--- config.mk ---
export PLATFORM = sky130hd
export DESIGN_NAME = prio_irq_ctrl
export DESIGN_NICKNAME = d
export VERILOG_FILES = /design/src/rtl/prio_irq_pkg.sv /design/src/rtl/pic_edge_det.sv /design/src/rtl/pic_highest.sv /design/src/rtl/pic_level_sel.sv /design/src/rtl/pic_addr_dec.sv /design/src/rtl/prio_irq_ctrl.sv
export SDC_FILE = /design/constraint.sdc
export NUM_CORES = 1
export LEC_CHECK = 0
export BUFFER_PORTS_ARGS = -buffer_cell sky130_fd_sc_hd__buf_2
export CORE_MARGIN = 2
export CORE_UTILIZATION = 61
export CTS_CLUSTER_DIAMETER = 80
export DETAILED_ROUTE_END_ITERATION = 8
export PLACE_DENSITY_LB_ADDON = 0.05
export REMOVE_ABC_BUFFERS = 1
export SLEW_MARGIN = 5
export SYNTH_ARGS = -nofsm -noshare
export SYNTH_HDL_FRONTEND = slang
export SYNTH_HIERARCHICAL = 1
export SYNTH_SLANG_ARGS = --single-unit
--- constraint.sdc ---
create_clock -name clk -period 3.6 [get_ports clk]
set_input_delay 0.72 -clock clk [delete_from_list [all_inputs] [get_ports clk]]
set_output_delay 0.72 -clock clk [all_outputs]
set_load 0.1 [all_outputs]
--- src/rtl/prio_irq_pkg.sv ---
package prio_irq_pkg;

    localparam int unsigned LINES   = 16;
    localparam int unsigned IDX_W   = $clog2(LINES);
    localparam int unsigned DATA_W  = 32;
    localparam int unsigned ADDR_W  = 8;
    localparam int unsigned EXT_W   = 4;
    localparam int unsigned MAX_CPU = 16;

    // line 0 does not exist
    localparam logic [LINES-1:0] LINE_MASK = {{(LINES-1){1'b1}}, 1'b0};

    typedef logic [LINES-1:0] vec_t;

    typedef enum logic [3:0] {
        K_GROUP,
        K_PEND,
        K_ALIAS,
        K_CLEAR,
        K_STATUS,
        K_BCAST,
        K_MASK,
        K_FORCE,
        K_EXT,
        K_NONE
    } reg_kind_e;

    typedef struct packed {
        reg_kind_e  kind;
        logic [3:0] cpu;
        logic       cpu_ok;
    } dec_t;

endpackage

--- src/rtl/pic_edge_det.sv ---
module pic_edge_det #(
    parameter int unsigned W = 16
) (
    input  logic         clk,
    input  logic         rst_n,
    input  logic [W-1:0] req_in,
    output logic [W-1:0] rise
);

    logic [W-1:0] prev_d, prev_q;

    always_comb begin
        prev_d = req_in;
    end

    always_ff @(posedge clk or negedge rst_n) begin
        if (!rst_n) prev_q <= '0;
        else        prev_q <= prev_d;
    end

    assign rise = req_in & ~prev_q;

endmodule

--- src/rtl/pic_highest.sv ---
module pic_highest #(
    parameter int unsigned W     = 16,
    parameter int unsigned IDX_W = 4
) (
    input  logic [W-1:0]     vec,
    output logic [IDX_W-1:0] idx
);

    // later iterations overwrite: the highest set bit wins
    always_comb begin
        idx = '0;
        for (int i = 0; i < W; i++) begin
            if (vec[i]) idx = IDX_W'(i);
        end
    end

endmodule

--- src/rtl/pic_level_sel.sv ---
module pic_level_sel #(
    parameter int unsigned W     = 16,
    parameter int unsigned IDX_W = 4
) (
    input  logic             clk,
    input  logic             rst_n,
    input  logic [W-1:0]     active,
    input  logic [W-1:0]     hi_sel,
    output logic [IDX_W-1:0] level
);

    logic [W-1:0]     hi_vec, lo_vec;
    logic [IDX_W-1:0] hi_idx, lo_idx;
    logic [IDX_W-1:0] lvl_d, lvl_q;

    assign hi_vec = active & hi_sel;
    assign lo_vec = active & ~hi_sel;

    pic_highest #(.W(W), .IDX_W(IDX_W)) u_hi (.vec(hi_vec), .idx(hi_idx));
    pic_highest #(.W(W), .IDX_W(IDX_W)) u_lo (.vec(lo_vec), .idx(lo_idx));

    always_comb begin
        lvl_d = (|hi_vec) ? hi_idx : lo_idx;
    end

    always_ff @(posedge clk or negedge rst_n) begin
        if (!rst_n) lvl_q <= '0;
        else        lvl_q <= lvl_d;
    end

    assign level = lvl_q;

endmodule

--- src/rtl/pic_addr_dec.sv ---
module pic_addr_dec
    import prio_irq_pkg::*;
#(
    parameter int unsigned NCPU = 4
) (
    input  logic [ADDR_W-1:0] addr,
    output dec_t              dec
);

    always_comb begin
        dec.kind   = K_NONE;
        dec.cpu    = addr[5:2];
        dec.cpu_ok = (32'(addr[5:2]) < NCPU);
        if (addr[1:0] == 2'b00) begin
            unique case (addr[7:6])
                2'b00: begin
                    case (addr[5:2])
                        4'd0:    dec.kind = K_GROUP;
                        4'd1:    dec.kind = K_PEND;
                        4'd2:    dec.kind = K_ALIAS;
                        4'd3:    dec.kind = K_CLEAR;
                        4'd4:    dec.kind = K_STATUS;
                        4'd5:    dec.kind = K_BCAST;
                        default: dec.kind = K_NONE;
                    endcase
                end
                2'b01:   dec.kind = K_MASK;
                2'b10:   dec.kind = K_FORCE;
                default: dec.kind = K_EXT;
            endcase
        end
    end

endmodule

--- src/rtl/prio_irq_ctrl.sv ---
module prio_irq_ctrl
    import prio_irq_pkg::*;
#(
    parameter int unsigned NCPU = 4
) (
    input  logic              clk,
    input  logic              rst_n,
    input  logic [LINES-1:0]  irq_in,
    input  logic              bus_sel,
    input  logic              bus_we,
    input  logic [ADDR_W-1:0] bus_addr,
    input  logic [DATA_W-1:0] bus_wdata,
    output logic [DATA_W-1:0] bus_rdata,
    input  logic              ack_valid,
    input  logic [IDX_W-1:0]  ack_num,
    output logic [IDX_W-1:0]  irq_level,
    output logic              irq_req
);

    typedef struct packed {
        vec_t                             group;
        vec_t                             pend;
        vec_t                             bcast;
        logic [NCPU-1:0][DATA_W-1:0]      mask;
        logic [NCPU-1:0][LINES-1:0]       frc;
        logic [NCPU-1:0][EXT_W-1:0]       ext;
    } state_t;

    state_t st_d, st_q;
    dec_t   dec;
    vec_t   rise, rise_m, clr_vec, f_set, f_clr;
    logic   wr;

    // signals shared with the bound checker
    vec_t   pend_w, frc0_w, bcast_w, active_w;

    pic_edge_det #(.W(LINES)) u_edge (
        .clk    (clk),
        .rst_n  (rst_n),
        .req_in (irq_in),
        .rise   (rise)
    );

    pic_addr_dec #(.NCPU(NCPU)) u_dec (
        .addr (bus_addr),
        .dec  (dec)
    );

    always_comb begin
        wr     = bus_sel & bus_we;
        rise_m = rise & LINE_MASK;
        f_set  = bus_wdata[LINES-1:0] & LINE_MASK;
        f_clr  = bus_wdata[DATA_W-1:LINES] & LINE_MASK;

        clr_vec = '0;
        if (wr && dec.kind == K_CLEAR) clr_vec = f_set;
        if (ack_valid) clr_vec = clr_vec | (LINE_MASK & (vec_t'(1) << ack_num));

        st_d = st_q;
        if (wr) begin
            case (dec.kind)
                K_GROUP: st_d.group  = f_set;
                K_BCAST: st_d.bcast  = f_set;
                K_ALIAS: st_d.frc[0] = f_set;
                K_MASK: begin
                    for (int c = 0; c < NCPU; c++) begin
                        if (dec.cpu_ok && dec.cpu == 4'(c))
                            st_d.mask[c] = bus_wdata & ~DATA_W'(1);
                    end
                end
                K_FORCE: begin
                    for (int c = 0; c < NCPU; c++) begin
                        if (dec.cpu_ok && dec.cpu == 4'(c))
                            st_d.frc[c] = (st_q.frc[c] | f_set) & ~f_clr;
                    end
                end
                K_EXT: begin
                    for (int c = 0; c < NCPU; c++) begin
                        if (dec.cpu_ok && dec.cpu == 4'(c))
                            st_d.ext[c] = bus_wdata[EXT_W-1:0];
                    end
                end
                default: ;
            endcase
        end

        // clears first, then sets, so a same-cycle set survives
        st_d.pend   = st_d.pend & ~clr_vec;
        st_d.frc[0] = st_d.frc[0] & ~clr_vec;
        st_d.pend   = st_d.pend | (rise_m & ~st_q.bcast);
        for (int c = 0; c < NCPU; c++) begin
            st_d.frc[c] = st_d.frc[c] | (rise_m & st_q.bcast);
        end
    end

    always_ff @(posedge clk or negedge rst_n) begin
        if (!rst_n) st_q <= '0;
        else        st_q <= st_d;
    end

    always_comb begin
        bus_rdata = '0;
        case (dec.kind)
            K_GROUP: bus_rdata = DATA_W'(st_q.group);
            K_PEND:  bus_rdata = DATA_W'(st_q.pend);
            K_ALIAS: bus_rdata = DATA_W'(st_q.frc[0]);
            K_BCAST: bus_rdata = DATA_W'(st_q.bcast);
            K_MASK: begin
                for (int c = 0; c < NCPU; c++) begin
                    if (dec.cpu_ok && dec.cpu == 4'(c)) bus_rdata = st_q.mask[c];
                end
            end
            K_FORCE: begin
                for (int c = 0; c < NCPU; c++) begin
                    if (dec.cpu_ok && dec.cpu == 4'(c)) bus_rdata = DATA_W'(st_q.frc[c]);
                end
            end
            K_EXT: begin
                for (int c = 0; c < NCPU; c++) begin
                    if (dec.cpu_ok && dec.cpu == 4'(c)) bus_rdata = DATA_W'(st_q.ext[c]);
                end
            end
            default: bus_rdata = '0;
        endcase
    end

    assign pend_w   = st_q.pend;
    assign frc0_w   = st_q.frc[0];
    assign bcast_w  = st_q.bcast;
    assign active_w = (pend_w | frc0_w) & st_q.mask[0][LINES-1:0];

    pic_level_sel #(.W(LINES), .IDX_W(IDX_W)) u_sel (
        .clk    (clk),
        .rst_n  (rst_n),
        .active (active_w),
        .hi_sel (st_q.group),
        .level  (irq_level)
    );

    assign irq_req = (irq_level != '0);

endmodule

* After elaboration in Yosys (flattened, before gate mapping)
Cells that the tools add are included.
** Cells by class
- $add $sub $neg :: 0
- $mul :: 0
- Div/mod/pow operators :: 0
- Magnitude comparators :: 1
- Equal/unequal tests :: 14
- Shift operators :: 1
- Muxes and demuxes :: 61
- Bitwise logic cells :: 29
- Reduce and logical (&&, ||, !) cells :: 21
** Operators by type and width (number)
- $mux 32 :: 10
- $pmux 32 s7 :: 1
- $and 16x16->16 :: 12
- $or 16x16->16 :: 11
- $mux 4 :: 35
- $mux 16 :: 8
- $mux 80 :: 1
- $not 16->16 :: 5
- $mux 48 :: 1
- $pmux 16 s2 :: 1
- $pmux 4 s6 :: 1
- $reduce_and 3->1 :: 8
- $eq 4x3->1 const B :: 5
- $eq 4x2->1 const B :: 4
- $reduce_or 16->1 :: 1
- $shl 1x4->16 const A :: 1
- $pmux 4 s3 :: 1
- $eq 4x1->1 const B :: 2
- $logic_not 4->1 :: 2
- $logic_and 1x1->1 :: 5
- $eq 4x4->1 const B :: 1
- $logic_not 2->1 :: 2
- $lt 4x3->1 const B :: 1
- $reduce_and 2->1 :: 2
- other kinds (5) :: 6
** Word-level totals
- Register bits after elaboration :: 270
- Latch bits :: 0
- Bits in writable memories :: 0
- ROM bits :: 0
- Input bits :: 65
- Output and inout bits :: 37
- Logic and storage cells :: 144
- Memories kept :: 0

* Logic depth before layout (Yosys ltp)
- Word-level depth :: 19
- Gate-level depth with buffers :: 12
- Mapped depth without buffers :: 9

* Cells and area by module
Netlist, hierarchy kept.
** Modules (own cells, without submodules)
- prio_irq_ctrl :: times used 1, cells an instance 1135, area each 12480.7 um2, seq. area each 6130.9 um2
- pic_edge_det :: times used 1, cells an instance 32, area each 620.6 um2, seq. area each 400.4 um2
- pic_level_sel :: times used 1, cells an instance 45, area each 404.1 um2, seq. area each 100.1 um2
- pic_highest :: times used 2, cells an instance 25, area each 141.4 um2, seq. area each 0.0 um2
- pic_addr_dec :: times used 1, cells an instance 21, area each 156.4 um2, seq. area each 0.0 um2

* Least setup slack after synthesis
Ideal clock, no wire load.
- Path type :: input-to-output
- From :: in bus_addr[7]
- To :: out bus_rdata[16]
- Arrival time :: 4498 ps
- Required time :: 2880 ps
- Slack :: -1618 ps
- Stages :: 10
- Buffers on the path :: 3
- Cells stage by stage :: inv_1 ha_1 and4bb_1 nor2_1 nor4_2 buf_4 buf_2 nand4b_1 clkbuf_1 o31ai_1
** RTL lines
- start, declared :: line prio_irq_ctrl.sv:11 : input logic [ADDR_W-1:0] bus_addr,
- end, declared :: line prio_irq_ctrl.sv:13 : output logic [DATA_W-1:0] bus_rdata,

==> results.yml <==
timing:
  slew-limit-headroom_pct: 38.4
  setup_violations: 15
  fin_crit_ns: 3.75
  timing_hold_violations_final: 0
  fmax_ghz: 0.266
  timing.hold.ws_ns: 0.184
  fin_crit_sh_pct: 104
  maxSlewViolCount: 0
  worst_pin_slew_ns: 0.924
  rsz0062_at_grt: "true"
  setup_slack_ns: -0.154
  skew_ns: 0.0148
route:
  drt_iter0_markers: 1305
  drc: 0
  wl_per_cell_um: 25.3
  wirelength_mm: 43.6
  ant_nets: 0
  firstDrtPassIters: 6
  num_vias: 11700
  via_per_inst: 6.76
worst_hold_path:
  hold_class: "in -> async"
cts:
  cts_tree: "done"
  cts-root-buf: "clkbuf_16"
  clockBufferDepth: 3
  worstSkewPairLatency_ns: 0.56
  cts_buffers: 30
  clock_sinks: 264
  htreeDepth: 1
  cts.clk_slew.worst_paths_ns: 0.06
  ctsHoldBuffers: 0
layout:
  fin_nets: 1484
  fill_cells: 1434
  n_antenna_cell: 0
  area_growth_pct: 26.0
  final_cell_mix: "dfrtp_1 (264), mux2_2 (94), mux2_1 (87), buf_4 (71), nor2_1 (67)"
  utilization_pct: 77.8
  fin_area_mm2: 0.0175
  layout_commonest_cell: "dfrtp_1"
  layout-drive-gt1-share_pct: 31.0
place:
  dp_hpwl_mm: 27.6
  gp_congestion: 0.919
  placed_area_mm2: 0.0158
  io_buffers: 100
worst_setup_path:
  crit_fanout: 5
  cp-end-kind: "output pin"
  r2r_start: "frc0_w[4]"
  critPathRequiredTime_ns: 2.88
  crit_type: "in -> out"
  worstSetupStartpointType: "primary input"
  crit_start: "bus_addr[6]"
  cp_data_arrival_time_ns: 3.03
die:
  start_util_pct: 61.8
  die_w_um: 155
  row_count: 55
  core_area_mm2: 0.0225
  boundaryPins: 102
  dieArea_mm2: 0.0240
  die_h_um: 155
power_and_ir_drop:
  leakage_nw: 8.18
  power_density_mw_per_mm2: 445
  irDropWorstVdd_uv: 396
  total_power_mw: 7.79
synthesis:
  netlist_area_mm2: 0.0139
  syn_avg_cell_area_um2: 10.9
  synth-warning-count: 6
  synth_cells: 1280
global_route:
  gr-total-overflow: 0
  grtUsageTotal_pct: 36.0
  antenna_found_initial: 0
  grt_pass1_wl_mm: 67.2
  grt_max_degree: 96
  grt_pass1_vias: 12200
status:
  status: "complete, but fails checks"
  violations: "setup timing"
run:
  timing.max_cap.violations: 0
[worst max-delay path, cell delays in order]
cell and delay, ns:
buf_8 0.10, inv_4 0.05, ha_4 0.13, and4bb_1 0.21
nor2_2 0.05, nor4_4 0.29, buf_4 0.21, nor4b_4 0.05
buf_4 0.15, buf_12 0.13, a222oi_1 0.40, nand4_1 0.29
buf_12 0.26
[state kept, by name (all words and copies together) (netlist names)]
signal and flops:
pend_w 15, u_sel/level 4, st_q 200, u_edge/prev_q 15
frc0_w 15, bcast_w 15
[metrics by stage]
step,setup slack (ns),TNS (ns),std cells
2_1_floorplan,-3.77,-546.41,1175
3_3_place_gp,-0.177,-3.43,1659
3_5_place_dp,-0.199,-4.22,1659
4_1_cts,-0.108,-0.855,1720
5_1_grt,-0.201,-2.29,1725
6_report,-0.154,-0.821,1725
[power by group]
group          internal [mW]  switching [mW]
combinational          0.375           0.537
clock                   2.15            1.26
sequential              3.25           0.213
total                   5.78            2.01
[final timing paths]
kind | end | cells after the start | slack (ns)
max | bus_rdata[3] | 13 | -0.15
min | st_q[152] | 1 | 0.18
max reg2reg | u_sel/level[1] | 5 | 1.27
min reg2reg | st_q[113] | 1 | 0.48
max in group asynchronous | st_q[35] | 2 | 2.51
min in group clk | u_edge/prev_q[2] | 1 | 0.28
[per-layer routing]
layer / GRT usage [%] / up-vias / part of all wire [%]
met5: 0 / - / 0
met3: 6.57 / 126 / 8.8
li1: - / 5045 / -
met4: 14.0 / 0 / 3.5
met1: 48.9 / 5850 / 40
met2: 58.1 / 635 / 47
[final cells by class]
class	count	area, um2	share of cell area [%]
multi-input combinational	874	7000	40.0
sequential	264	6610	37.7
timing repair buffer	210	2280	13.0
clock buffer	39	845	4.82
tap	285	357	2.04
clock inverter	16	275	1.57
inverter	37	146	0.836
[timing repair]
action	in CTS	in global routing
pin swaps	29	35
resized for setup	39	60
gates cloned	2	1
setup buffers	6	6
setup endpoints to repair	31	32
No activity file was read; power rests on OpenSTA's default activity.
